### config.mk
export PLATFORM = sky130hd
export DESIGN_NAME = lpt_port
export DESIGN_NICKNAME = d
export VERILOG_FILES = /design/src/rtl/lpt_port.sv
export SDC_FILE = /design/constraint.sdc
export NUM_CORES = 1
export LEC_CHECK = 0
export CAP_MARGIN = 10
export CELL_PAD_IN_SITES_DETAIL_PLACEMENT = 1
export CELL_PAD_IN_SITES_GLOBAL_PLACEMENT = 1
export CORE_MARGIN = 3
export CORE_UTILIZATION = 23
export DETAILED_ROUTE_END_ITERATION = 8
export PLACE_DENSITY_LB_ADDON = 0.1
export RECOVER_POWER = 100
export SYNTH_ARGS = -nofsm -noshare
export SYNTH_HDL_FRONTEND = slang
export SYNTH_SLANG_ARGS = --single-unit
### constraint.sdc
create_clock -name clk -period 1.8 [get_ports clk]
set_input_delay 0.27 -clock clk [delete_from_list [all_inputs] [get_ports clk]]
set_output_delay 0.27 -clock clk [all_outputs]
set_load 0.02 [all_outputs]
### src/rtl/lpt_port.sv
module lpt_port #(
  parameter int          IO_AW     = 10,
  parameter int          DW        = 8,
  parameter logic [9:0]  BASE_PORT = 10'h378,
  parameter int          READY_BIT = 7
) (
  input  logic             clk,
  input  logic             rst_n,
  input  logic             io_sel,
  input  logic [IO_AW-1:0] io_addr,
  input  logic             wr_en,
  input  logic             rd_en,
  input  logic [DW-1:0]    wdata,
  output logic [DW-1:0]    rdata,
  output logic             hit,
  output logic [DW-1:0]    prn_data,
  output logic             prn_strobe,
  input  logic             prn_ready
);
  localparam logic [IO_AW-1:0] DATA_PORT = IO_AW'(BASE_PORT);
  localparam logic [IO_AW-1:0] STAT_PORT = IO_AW'(BASE_PORT + 10'd1);
  localparam logic [IO_AW-1:0] CTRL_PORT = IO_AW'(BASE_PORT + 10'd2);

  logic sel_data, sel_stat, sel_ctrl, wr_data, wr_ctrl;
  logic [1:0] ready_sync;
  logic [DW-1:0] status_byte;

  assign sel_data = io_sel && (io_addr == DATA_PORT);
  assign sel_stat = io_sel && (io_addr == STAT_PORT);
  assign sel_ctrl = io_sel && (io_addr == CTRL_PORT);
  assign wr_data  = sel_data && wr_en;
  assign wr_ctrl  = sel_ctrl && wr_en;
  assign hit      = (sel_data || sel_stat || sel_ctrl) && (rd_en || wr_en);

  always_ff @(posedge clk) begin
    if (!rst_n) begin
      prn_data   <= '0;
      prn_strobe <= 1'b0;
      ready_sync <= '0;
    end else begin
      ready_sync <= {ready_sync[0], prn_ready};
      if (wr_data) prn_data   <= wdata;
      if (wr_ctrl) prn_strobe <= wdata[0];
    end
  end

  always_comb begin
    status_byte = '0;
    status_byte[READY_BIT] = ready_sync[1];
  end

  always_comb begin
    rdata = '0;
    if (rd_en) begin
      if (sel_data)      rdata = prn_data;
      else if (sel_stat) rdata = status_byte;
      else if (sel_ctrl) rdata = {{(DW-1){1'b0}}, prn_strobe};
    end
  end

  logic [1:0] age;
  always_ff @(posedge clk) begin
    if (!rst_n) age <= '0;
    else if (age != 2'd3) age <= age + 2'd1;
  end

  a_r2_data_load: assert property (@(posedge clk) disable iff (!rst_n)
    wr_data |=> prn_data == $past(wdata));
  a_r2_data_hold: assert property (@(posedge clk) disable iff (!rst_n)
    !wr_data |=> $stable(prn_data));
  a_r5_strobe_hold: assert property (@(posedge clk) disable iff (!rst_n)
    !wr_ctrl |=> $stable(prn_strobe));
  a_r4_status_low_zero: assert property (@(posedge clk) disable iff (!rst_n)
    (rd_en && sel_stat) |-> rdata[READY_BIT-1:0] == '0);
  a_r4_sync_depth: assert property (@(posedge clk) disable iff (!rst_n)
    (age >= 2'd2) |-> ready_sync[1] == $past(prn_ready, 2));
  a_r7_no_io_quiet: assert property (@(posedge clk) disable iff (!rst_n)
    !io_sel |-> (!hit && rdata == '0));
  a_r8_miss_quiet: assert property (@(posedge clk) disable iff (!rst_n)
    (io_sel && !sel_data && !sel_stat && !sel_ctrl) |-> (!hit && rdata == '0));
endmodule

; After elaboration in Yosys (flattened, before gate mapping)
; Cells that the tools add are included.
[totals]
out_inout_bits = 18
n_memories = 0
wordCells = 19
mem_bits_rw = 0
rom_bits = 0
ff_bits = 11
latch_bits = 0
inputBits = 24
[op_classes]
eq_ne = 3
bitwise = 0
div_mod_pow = 0
order_cmp = 0
n_addsub = 0
n_mux = 4
n_mul = 0
shift = 0
reduce_logical = 9
[ops]
columns = operator, count
row1 = 10-bit equality test (second input constant), 3
row2 = 8-bit 2-to-1 mux, 3
row3 = 1-bit logical AND, 6
row4 = 1-bit logical OR, 3
row5 = 1-bit 2-to-1 mux, 1

; Longest topological paths before layout
[depth]
ltp_word = 6
mapped_depth = 4
depth_no_buf = 3

; Worst setup path before layout
; Ideal clock, no wire load.
[synth_path]
path_type = input to output
from = in io_addr[7]
to = out rdata[0]
t_arrival_ns = 1.351
stages = 3
t_required_ns = 1.530
slack_ns = 0.179
path_buffers = 0
cell_sequence = nand4b_4 -> nor2_1 -> nor4bb_1
[synth_via]
elab_chain_cells = 6
word_cells_on_any_way = 10
cone_classes = eq/ne: 3 / mux: 4 / reduce/logical: 3
[synth_rtl]
columns = item, line_no
row1 = from (decl), 10  ; input logic [IO_AW-1:0] io_addr,
row2 = 10-bit equality test, 30  ; assign sel_ctrl = io_sel && (io_addr == CTRL_PORT);
row3 = 1-bit logical AND, 30
row4 = 1-bit 2-to-1 mux, 57  ; else if (sel_ctrl) rdata = {{(DW-1){1'b0}}, prn_strobe};
row5 = 8-bit 2-to-1 mux, 56  ; else if (sel_stat) rdata = status_byte;
row6 = 8-bit 2-to-1 mux *, 55  ; if (sel_data) rdata = prn_data;
row7 = 8-bit 2-to-1 mux *, 54  ; if (rd_en) begin
row8 = to (decl), 14  ; output logic [DW-1:0] rdata,
; Every way passes the cells marked *; elsewhere a longest branch is shown, timed or not.

; Worst setup path in the final report
[layout_path]
from = in io_addr[2]
to = out rdata[2]
[layout_via]
elab_chain_cells = 4
[layout_rtl]
columns = item, line_no
row1 = 10-bit equality test, 28  ; assign sel_data = io_sel && (io_addr == DATA_PORT);
row2 = 1-bit logical AND, 28
row3 = 8-bit 2-to-1 mux, 55
row4 = 8-bit 2-to-1 mux, 54
; No other way between the ends.

==> results_dict.tcl <==
set metrics [dict create \
    io_buffers 41 \
    async_reset_ff_share_pct 0 \
    total_power_uw 513.0 \
    final_cells 151 \
    coreArea_um2 2340 \
    yosys_warnings 0 \
    netlist_instances 64 \
    dp.cells 144 \
    relSlewSlack_pct 50.92 \
    timing.final.crit_share_pct 94.58 \
    synth.top_cells.by_area "dfxtp_1 (37%), mux2i_1 (19%), nand2_1 (12%), and2_1 (8.4%), nand4b_4 (8.0%)" \
    status "complete, no violations" \
    start_util_pct 25.40 \
    setup_viol 0 \
    routedWlPerCell_um 13.53 \
    drive_gt1_share_pct 28.46 \
    power_density_nw_per_um2 423.1 \
    rsz0062_at_grt "no" \
    wl_met2_mm 1.104 \
    hpwl_mm 1.529 \
    die_w_um 56.84 \
    pre_cts_slack_ps -570.4 \
    top_layer "met4" \
    crit_path_end_kind "output pin" \
    grt-ovfl-total 0 \
    arrival_ps 1430 \
    vias_per_cell 4.483 \
    clkTransAtPathRegs_ps 70 \
    clock_path_buffers 2 \
    synth_area_um2 594.3 \
    wirelength_mm 2.043 \
    fp.dieH_um 56.84 \
    synthDistinctLibCells 13 \
    final_net_count 148 \
    syn_area_per_cell_um2 9.286 \
    maxCapViolCount 0 \
    grt_max_degree 20 \
    clock_latency_ps 260 \
    synth_fp_nets 88 \
    met3WireLength_um 157 \
    io_pins 42 \
    worst_slack_ps 97.58 \
    synth-edff-count 0 \
    required_ps 1530 \
    tritoncts "built" \
    post-route-min-period_ps 1702 \
    worst_pin_slew_ps 736.2 \
    hp-class "register to register" \
    gp_congestion 0.7077 \
    cts_hold_buf 0 \
    yosysMostFrequentCell "nand2_1" \
    grt_pass1_wl_mm 3.339 \
    ant_nets 0 \
    grtUsageTotal_pct 13.00 \
    cts.sinks 11 \
    finish.utilization_pct 51.82 \
    worstPathMaxFanout 6 \
    crit_type "input pin to output pin" \
    dr_total_vias 677 \
    syn_to_final_growth_pct 104.0 \
    ys.flop_type "dfxtp_1" \
    vdd_drop_max_v 0.0003697 \
    clock-root-buffer "clkbuf_4" \
    htreeDepth 1 \
    drtIter0Drc 9 \
    fin_skew_ps 0.004552 \
    die-area_um2 3230 \
    netlist_top_cells_count "nand2_1 (19), dfxtp_1 (11), mux2i_1 (11), and2_1 (8), nand2b_1 (3)" \
    first_global_vias 727 \
    met1_length_um 768 \
    fmax_ghz 0.5874 \
    synth_seq_cells 11 \
    p_leak_uw 0.0005755 \
    antenna_found_initial 0 \
    antennaDiodeCount 0 \
    dr.pass1.iters 4 \
    start_kind "input pin" \
    hold_viol_final 0 \
    yosysTopAreaCell "dfxtp_1" \
    netlist.area_leader.share_pct 37.05 \
    slew_violations 0 \
    cts_buffers 3 \
    yosysSeqAreaShare_pct 37.05 \
    drcViolationCount 0 \
    fp-row-count 17 \
    tns_ps 0 \
]
-- worst paths after layout --
| kind | start | to | slack [ps] | cells past startpoint |
|---|---|---|---|---|
| hold / removal | ready_sync[0] | ready_sync[1] | 440 | 1 |
| hold reg to reg | ready_sync[0] | ready_sync[1] | 440 | 1 |
| setup reg to reg | prn_data[5] | prn_data[5] | 1170 | 2 |
| setup / recovery | io_addr[2] | rdata[2] | 100 | 6 |
-- what timing repair did --
item | CTS | global route
gates resized for setup | 61 | 8
endpoints found under the setup margin | 9 | 9
pin swaps | 4 | 2
setup buffers | 1 | 2
-- per-layer routing --
layer / global-route usage [%] / vias up
li1: - / 335
met1: 14.36 / 315
met2: 24.26 / 25
met3: 2.989 / 2
met4: 3.974 / 0
met5: 0 / -
-- cells by family after synthesis --
group                  share of synthesized area (%)
AND/OR/NAND/NOR                                41.27
flip-flops                                     37.05
AO/OA/AOI/OAI                                  1.895
multiplexers                                   18.53
buffers and inverters                          1.264
-- sequential cells by signal (all words and copies together) (netlist names) --
name        flops
ready_sync      2
prn_strobe      1
prn_data        8
-- cells in the final DEF, fill, tap and decap left out, drive strengths merged --
cell,instances
nand2b,3
clkbuf,8
buf,21
mux2i,11
dlymetal6s2s,3
dlygate4sd3,10
nor4bb,1
dfxtp,11
o2111a,1
and2,8
nand2,19
nor4,3
dlygate4sd2,9
nor2,2
and3,1
nand4b,2
clkdlybuf4s50,10
-- critical path, stage by stage --
cell and delay [ps]:
dlygate4sd2_1 230, nand4b_4 210, nor4_4 220, clkbuf_2 200, and2_1 170, buf_6 130
-- power by group --
| part | total [µW] | switching (µW) | internal, µW |
|---|---|---|---|
| Sequential | 246 | 0.421 | 245 |
| Clock | 169 | 83.6 | 85.6 |
| Combinational | 98.3 | 36.7 | 61.6 |
-- final cells by class --
type | count | area (µm²)
well taps | 28 | 35.03
flip-flops and latches | 11 | 220.2
multi-input cells | 51 | 411.6
repair buffers | 57 | 519.2
fillers | 273 | 1127
clock buffers | 4 | 26.28
-- stage by stage --
stage          area [µm²]  hold WS, ps
2_1_floorplan       594.3        397.3
3_3_place_gp         1142        420.6
3_5_place_dp         1142        423.4
4_1_cts              1176        440.9
5_1_grt              1212        477.4
6_report             1212        437.7
Note: power is estimated with default switching activity, not from simulation.
